===== src/rtl/msi_ctrl_pkg.sv =====
package msi_ctrl_pkg;
    localparam int MAX_EP    = 8;
    localparam int EP_W      = 32;
    localparam int EP_IDX_W  = 3;
    localparam int BIT_IDX_W = 5;
    localparam int DW        = 32;
    localparam int REG_AW    = $clog2(4 + 4 * MAX_EP);
    localparam int GRP_W     = REG_AW - 2;

    typedef enum logic [1:0] {
        FLD_EN   = 2'd0,
        FLD_MASK = 2'd1,
        FLD_STAT = 2'd2,
        FLD_NONE = 2'd3
    } field_e;
endpackage


===== src/rtl/msi_ep_bank.sv =====
module msi_ep_bank
    import msi_ctrl_pkg::*;
(
    input  logic            clk,
    input  logic            rst_n,
    input  logic            en_we,
    input  logic            mk_we,
    input  logic            st_we,
    input  logic [EP_W-1:0] wdata,
    input  logic [EP_W-1:0] set_req,
    output logic [EP_W-1:0] en_q,
    output logic [EP_W-1:0] mk_q,
    output logic [EP_W-1:0] st_q,
    output logic [EP_W-1:0] pend
);
    logic [EP_W-1:0] set_ok;
    logic [EP_W-1:0] clr_bits;
    logic [EP_W-1:0] st_d;

    always_comb begin
        set_ok   = set_req & en_q;
        clr_bits = st_we ? wdata : '0;
        // a set in the same cycle overrides a clear
        st_d     = (st_q & ~clr_bits) | set_ok;
        pend     = st_q & ~mk_q;
    end

    always_ff @(posedge clk or negedge rst_n) begin
        if (!rst_n) begin
            en_q <= '0;
            mk_q <= '0;
            st_q <= '0;
        end else begin
            if (en_we) en_q <= wdata;
            if (mk_we) mk_q <= wdata;
            st_q <= st_d;
        end
    end
endmodule


===== src/rtl/msi_prio_enc.sv =====
module msi_prio_enc
    import msi_ctrl_pkg::*;
#(
    parameter int NUM_EP = 8
) (
    input  logic [NUM_EP*EP_W-1:0] pend,
    output logic                   valid,
    output logic [EP_IDX_W-1:0]    ep,
    output logic [BIT_IDX_W-1:0]   bit_no
);
    localparam int TOT = NUM_EP * EP_W;

    int sel;

    always_comb begin
        sel = 0;
        for (int i = TOT - 1; i >= 0; i--) begin
            if (pend[i]) sel = i;
        end
        valid  = |pend;
        ep     = EP_IDX_W'(sel / EP_W);
        bit_no = BIT_IDX_W'(sel % EP_W);
    end
endmodule


===== src/rtl/msi_ctrl.sv =====
module msi_ctrl
    import msi_ctrl_pkg::*;
#(
    parameter int NUM_EP = 8
) (
    input  logic                 clk,
    input  logic                 rst_n,
    input  logic                 msi_valid,
    input  logic [63:0]          msi_addr,
    input  logic [31:0]          msi_data,
    input  logic                 reg_we,
    input  logic [REG_AW-1:0]    reg_addr,
    input  logic [DW-1:0]        reg_wdata,
    output logic [DW-1:0]        reg_rdata,
    output logic                 irq_out,
    output logic                 pend_valid,
    output logic [EP_IDX_W-1:0]  pend_ep,
    output logic [BIT_IDX_W-1:0] pend_bit
);
    localparam int TOT = NUM_EP * EP_W;

    logic [DW-1:0]  addr_lo_q;
    logic [DW-1:0]  addr_hi_q;
    logic [TOT-1:0] en_all;
    logic [TOT-1:0] mk_all;
    logic [TOT-1:0] st_all;
    logic [TOT-1:0] pend_all;

    logic [GRP_W-1:0]     grp;
    field_e               fld;
    logic                 hit;
    logic [EP_IDX_W-1:0]  msi_ep;
    logic [BIT_IDX_W-1:0] msi_bit;

    assign grp     = reg_addr[REG_AW-1:2];
    assign fld     = field_e'(reg_addr[1:0]);
    assign hit     = msi_valid && (msi_addr[31:0] == addr_lo_q)
                               && (msi_addr[63:32] == addr_hi_q);
    assign msi_ep  = msi_data[7:5];
    assign msi_bit = msi_data[4:0];

    always_ff @(posedge clk or negedge rst_n) begin
        if (!rst_n) begin
            addr_lo_q <= '0;
            addr_hi_q <= '0;
        end else if (reg_we && grp == '0) begin
            if (reg_addr[1:0] == 2'd0) addr_lo_q <= reg_wdata;
            if (reg_addr[1:0] == 2'd1) addr_hi_q <= reg_wdata;
        end
    end

    for (genvar e = 0; e < NUM_EP; e++) begin : g_bank
        logic            grp_hit;
        logic [EP_W-1:0] set_req;

        assign grp_hit = (grp == GRP_W'(e + 1));
        assign set_req = (hit && msi_ep == EP_IDX_W'(e))
                       ? (EP_W'(1) << msi_bit) : '0;

        msi_ep_bank u_bank (
            .clk     (clk),
            .rst_n   (rst_n),
            .en_we   (reg_we && grp_hit && fld == FLD_EN),
            .mk_we   (reg_we && grp_hit && fld == FLD_MASK),
            .st_we   (reg_we && grp_hit && fld == FLD_STAT),
            .wdata   (reg_wdata),
            .set_req (set_req),
            .en_q    (en_all[e*EP_W +: EP_W]),
            .mk_q    (mk_all[e*EP_W +: EP_W]),
            .st_q    (st_all[e*EP_W +: EP_W]),
            .pend    (pend_all[e*EP_W +: EP_W])
        );
    end

    always_comb begin
        reg_rdata = '0;
        if (grp == '0) begin
            if (reg_addr[1:0] == 2'd0) reg_rdata = addr_lo_q;
            if (reg_addr[1:0] == 2'd1) reg_rdata = addr_hi_q;
        end else begin
            for (int e = 0; e < NUM_EP; e++) begin
                if (grp == GRP_W'(e + 1)) begin
                    unique case (fld)
                        FLD_EN:   reg_rdata = en_all[e*EP_W +: EP_W];
                        FLD_MASK: reg_rdata = mk_all[e*EP_W +: EP_W];
                        FLD_STAT: reg_rdata = st_all[e*EP_W +: EP_W];
                        FLD_NONE: reg_rdata = '0;
                    endcase
                end
            end
        end
    end

    assign irq_out = |pend_all;

    msi_prio_enc #(.NUM_EP(NUM_EP)) u_prio (
        .pend   (pend_all),
        .valid  (pend_valid),
        .ep     (pend_ep),
        .bit_no (pend_bit)
    );
endmodule


===== config.mk =====
export PLATFORM = sky130hd
export DESIGN_NAME = msi_ctrl
export DESIGN_NICKNAME = d
export VERILOG_FILES = /design/src/rtl/msi_ctrl_pkg.sv /design/src/rtl/msi_ep_bank.sv /design/src/rtl/msi_prio_enc.sv /design/src/rtl/msi_ctrl.sv
export SDC_FILE = /design/constraint.sdc
export NUM_CORES = 2
export LEC_CHECK = 0
export ABC_AREA = 0
export BUFFER_PORTS_ARGS = -buffer_cell sky130_fd_sc_hd__buf_4
export CAP_MARGIN = 20
export CORE_MARGIN = 2
export CORE_UTILIZATION = 59
export DETAILED_ROUTE_END_ITERATION = 8
export GPL_ROUTABILITY_DRIVEN = 0
export PLACE_DENSITY_LB_ADDON = 0.08
export REMOVE_ABC_BUFFERS = 1
export SETUP_SLACK_MARGIN = 0.4
export SYNTH_ARGS = -nofsm -noshare
export SYNTH_HDL_FRONTEND = slang
export SYNTH_SLANG_ARGS = --single-unit

===== constraint.sdc =====
create_clock -name clk -period 2.9 [get_ports clk]
set_input_delay 0.145 -clock clk [delete_from_list [all_inputs] [get_ports clk]]
set_output_delay 0.145 -clock clk [all_outputs]
set_load 0.01 [all_outputs]

==> metrics.md <==
| Metric | Value |
|---|---|
| Total power | 0.0293 W |
| Fraction of layout cells with a size suffix above 1 | 0.344 |
| Insertion delay to the later sink of the worst-skew pair | 680 ps |
| Worst path max stage delay | 700 ps |
| FF-to-FF End | g_bank[6].u_bank.st_q[11]$_DFF_PN0_ |
| Largest delay contributor family on the critical path | compound AO/OA/AOI/OAI gates |
| Slew @ Worst Pin | 1260 ps |
| Post-Syn Area | 45400 um^2 |
| Startpoint type of the worst setup path | register |
| TritonRoute pass-1 iters | 9 |
| DRT iter0 DRCs | 6664 |
| Remaining global-route overflow | 0 |
| Failing checks | design-rule violations, negative setup slack |
| Pwr dens | 508 nW/um^2 |
| Fmax | 260 MHz |
| Lkg Pwr | 26.5 nW |
| Yosys top cell area share | 0.458 |
| CTS tree | built |
| H-tree levels | 3 |
| Final #Nets | 5513 |
| Die height | 282 um |
| Average wire per standard cell | 31.0 um |
| Post-route non-filler standard cell count | 6478 |
| CP Cell Sequence | nor2b_1 -> nor2_1 -> o31ai_1 -> a2111oi_0 -> buf_4 -> a21oi_1 -> o21ai_1 -> a311o_1 -> a41o_1 -> a31oi_1 -> buf_4 -> buf_6 |
| Crit Path Max Fanout | 3 |
| Most frequent CP cell | buf_4 |
| First-pass GRT wire length | 284000 um |
| Yosys cell types | 75 |
| Total CTS buffers | 89 |
| MaxCap Viol Count | 0 |
| Die area | 79300 um^2 |
| Critical Path Slowest Stage Cell | nor2b_1 |
| Die W | 282 um |
| Worst IR Drop VDD | 0.520 mV |
| DRC viols | 49 |
| Fin. max-slew vios | 0 |
| Post-synthesis sequential area ratio | 0.458 |
| DRT Wirelength | 201000 um |
| Worst reg2reg startpoint | addr_lo_q[0]$_DFFE_PN0P_ |
| CP Capture Type | primary output |
| Clk_skew | 25.5 ps |
| Status | finished, violations left |
| Synth-to-Final Area Change | 27.2% |
| DPL Wire Length | 128000 um |
| Mapped Avg Cell Area | 9.27 um^2 |
| RSZ-0062 raised after global routing | true |
| Ys Warns | 0 |
| Post-Syn Instances | 4903 |
| Commonest cells after routing, fill and taps aside | nand2_1 (965), dfrtp_1 (830), mux2_2 (558) |
| Final worst slack | -953 ps |
| Setup violations, final | 266 |
| Post-route ant nets | 0 |
| Crit path time final | 3850 ps |
| Critical Path AT | 3710 ps |
| Total number of vias | 44382 |
| Max-slew headroom | 0.158 |
| Synth Flop Type | dfrtp_1 |
| Core area | 76100 um^2 |
| Post-synthesis register bit count | 832 |
| WP buf/inv | 3 |
| Final Cycle Share | 1.33 |
| Final hold violations | 0 |
| GRT Total Usage | 0.498 |
| Most area-hungry cell type in the Yosys netlist | dfrtp_1 |
| Post-route cell area | 57800 um^2 |
| Number of I/O port buffers | 155 |
| Clock tree buffer depth | 3 |
| Most common cell after layout, fill and taps aside | nand2_1 |
| Worst endpoint required time | 2760 ps |
| Initial Util | 0.597 |
| R2R cell count | 13 |
| Placed cells | 6191 |
| EDFF count, synth | 0 |
| Ranking of synthesized cells by area | dfrtp_1 (46%), mux2_2 (14%), nand2_1 (8.1%), mux2i_1 (6.3%), nor2_1 (3.1%) |
| Clock sinks | 832 |
| I/O pins | 180 |
| DP Worst Slack | -1060 ps |
| CTS root buf | clkbuf_16 |
| Area after DPL | 50500 um^2 |
| Fillcell total | 5266 |
| Row cnt | 101 |
| Async S/R FF share, synth | 1.00 |
| Hold WC Path Type | in -> async |
| CP Class | reg -> out |
| Vias in the first global route | 42392 |
| Reg clk slew, reported paths | 60 ps |
| Average vias per placed instance | 6.85 |
| R2r setup slk | -710 ps |
| Initial antenna violation count | 9 |
| Largest net degree at the start of global routing | 102 |
[synthesized netlist by cell type, types with 23 or more instances]
cell / number
nor3_1: 41
o21ai_1: 232
nor4_1: 28
clkbuf_1: 232
mux2_2: 558
o21ai_0: 201
nand2b_1: 161
mux2i_1: 288
buf_1: 39
nand2_1: 985
dfrtp_1: 832
nor2b_1: 113
nand3_1: 61
nand4_1: 23
nor2_1: 377
a211oi_1: 43
a21oi_1: 271
xor2_1: 46
inv_1: 62
o22ai_1: 83
[worst max path at each step]
| stage | startpoint | endpoint | depth (start not counted) |
|---|---|---|---|
| final | g_bank[7].u_bank.mk_q[7]$_DFFE_PN0P_ | pend_bit[1] | 12 |
| after detailed placement | addr_hi_q[22]$_DFFE_PN0P_ | g_bank[6].u_bank.st_q[31]$_DFF_PN0_ | 10 |
| after global routing | g_bank[7].u_bank.mk_q[7]$_DFFE_PN0P_ | pend_bit[1] | 12 |
| after CTS | g_bank[7].u_bank.st_q[22]$_DFF_PN0_ | pend_bit[0] | 13 |
| after floorplan | reg_addr[1] | reg_rdata[0] | 5 |
| after global placement | addr_hi_q[22]$_DFFE_PN0P_ | g_bank[0].u_bank.st_q[14]$_DFF_PN0_ | 10 |
[metal layers]
| layer | global-route usage | vias up | wire length, um |
|---|---|---|---|
| li1 | - | 17916 | - |
| met3 | 0.219 | 1161 | 31600 |
| met5 | 0.0165 | - | 349 |
| met1 | 0.614 | 21587 | 69400 |
| met2 | 0.674 | 3702 | 79400 |
| met4 | 0.399 | 16 | 20300 |
[per-stage QoR]
| stage | TNS [ps] | hold slack [ps] | utilization |
|---|---|---|---|
| floorplan | -271540 | -151 | - |
| global placement | -236190 | 169 | 0.664 |
| detailed placement | -234290 | 161 | 0.664 |
| CTS | -72180 | 41.2 | 0.746 |
| global route | -145210 | 82.7 | 0.760 |
| finish | -158500 | 52.8 | 0.760 |
[timing repair]
item | 4_1_cts | 5_1_grt
hold buffers | 33 | 0
setup endpoints to repair | 282 | 288
pin swaps | 262 | 84
hold endpoints to repair | 750 | 0
resized for setup | 510 | 168
cloned | 22 | 2
buffers inserted | 47 | 17
[flip-flops by register name (all words and copies together), names as in the netlist]
| name | cells |
|---|---|
| g_bank.u_bank.en_q | 256 |
| g_bank.u_bank.st_q | 256 |
| addr_lo_q | 32 |
| g_bank.u_bank.mk_q | 256 |
| addr_hi_q | 32 |
[cell type report]
| class | instances | area, um^2 | area share |
|---|---|---|---|
| Sequential cell | 832 | 20800 | 0.360 |
| Antenna cell | 5 | 12.5 | 0.000216 |
| Clock buffer | 141 | 2750 | 0.0475 |
| Timing Repair Buffer | 677 | 6660 | 0.115 |
| Clock inverter | 18 | 250 | 0.00433 |
| Inverter | 62 | 233 | 0.00403 |
| Tap cell | 1030 | 1290 | 0.0223 |
| Multi-Input combinational cell | 3713 | 25800 | 0.446 |
[worst register-to-register path: stages, from the launching register on]
cell,delay (ps)
dfrtp_1,430
xor2_2,180
nor4_4,450
nand4_1,600
nor3_2,370
nand4_1,150
buf_6,210
nor4_4,230
buf_4,200
buf_6,100
buf_12,90
nand2_8,120
buf_16,270
o21ai_2,150
[logic make-up (layout without fill, tap and decap cells)]
kind of cell,after synthesis,in the layout,synth area share
compound gates,947,947,0.118
xor+xnor,48,48,0.00925
buf+inv,358,898,0.0303
flops,832,832,0.458
mux,847,847,0.202
other cells,0,5,0
simple gates,1871,1871,0.183
[power breakdown]
group / switching, W / internal [W] / total (W) / leakage, nW
clock: 0.00492 / 0.00700 / 0.0119 / 1.48
sequential: 0.000906 / 0.0127 / 0.0136 / 11.2
combinational: 0.00207 / 0.00174 / 0.00381 / 13.9
Note: power is estimated with default switching activity, not from simulation.
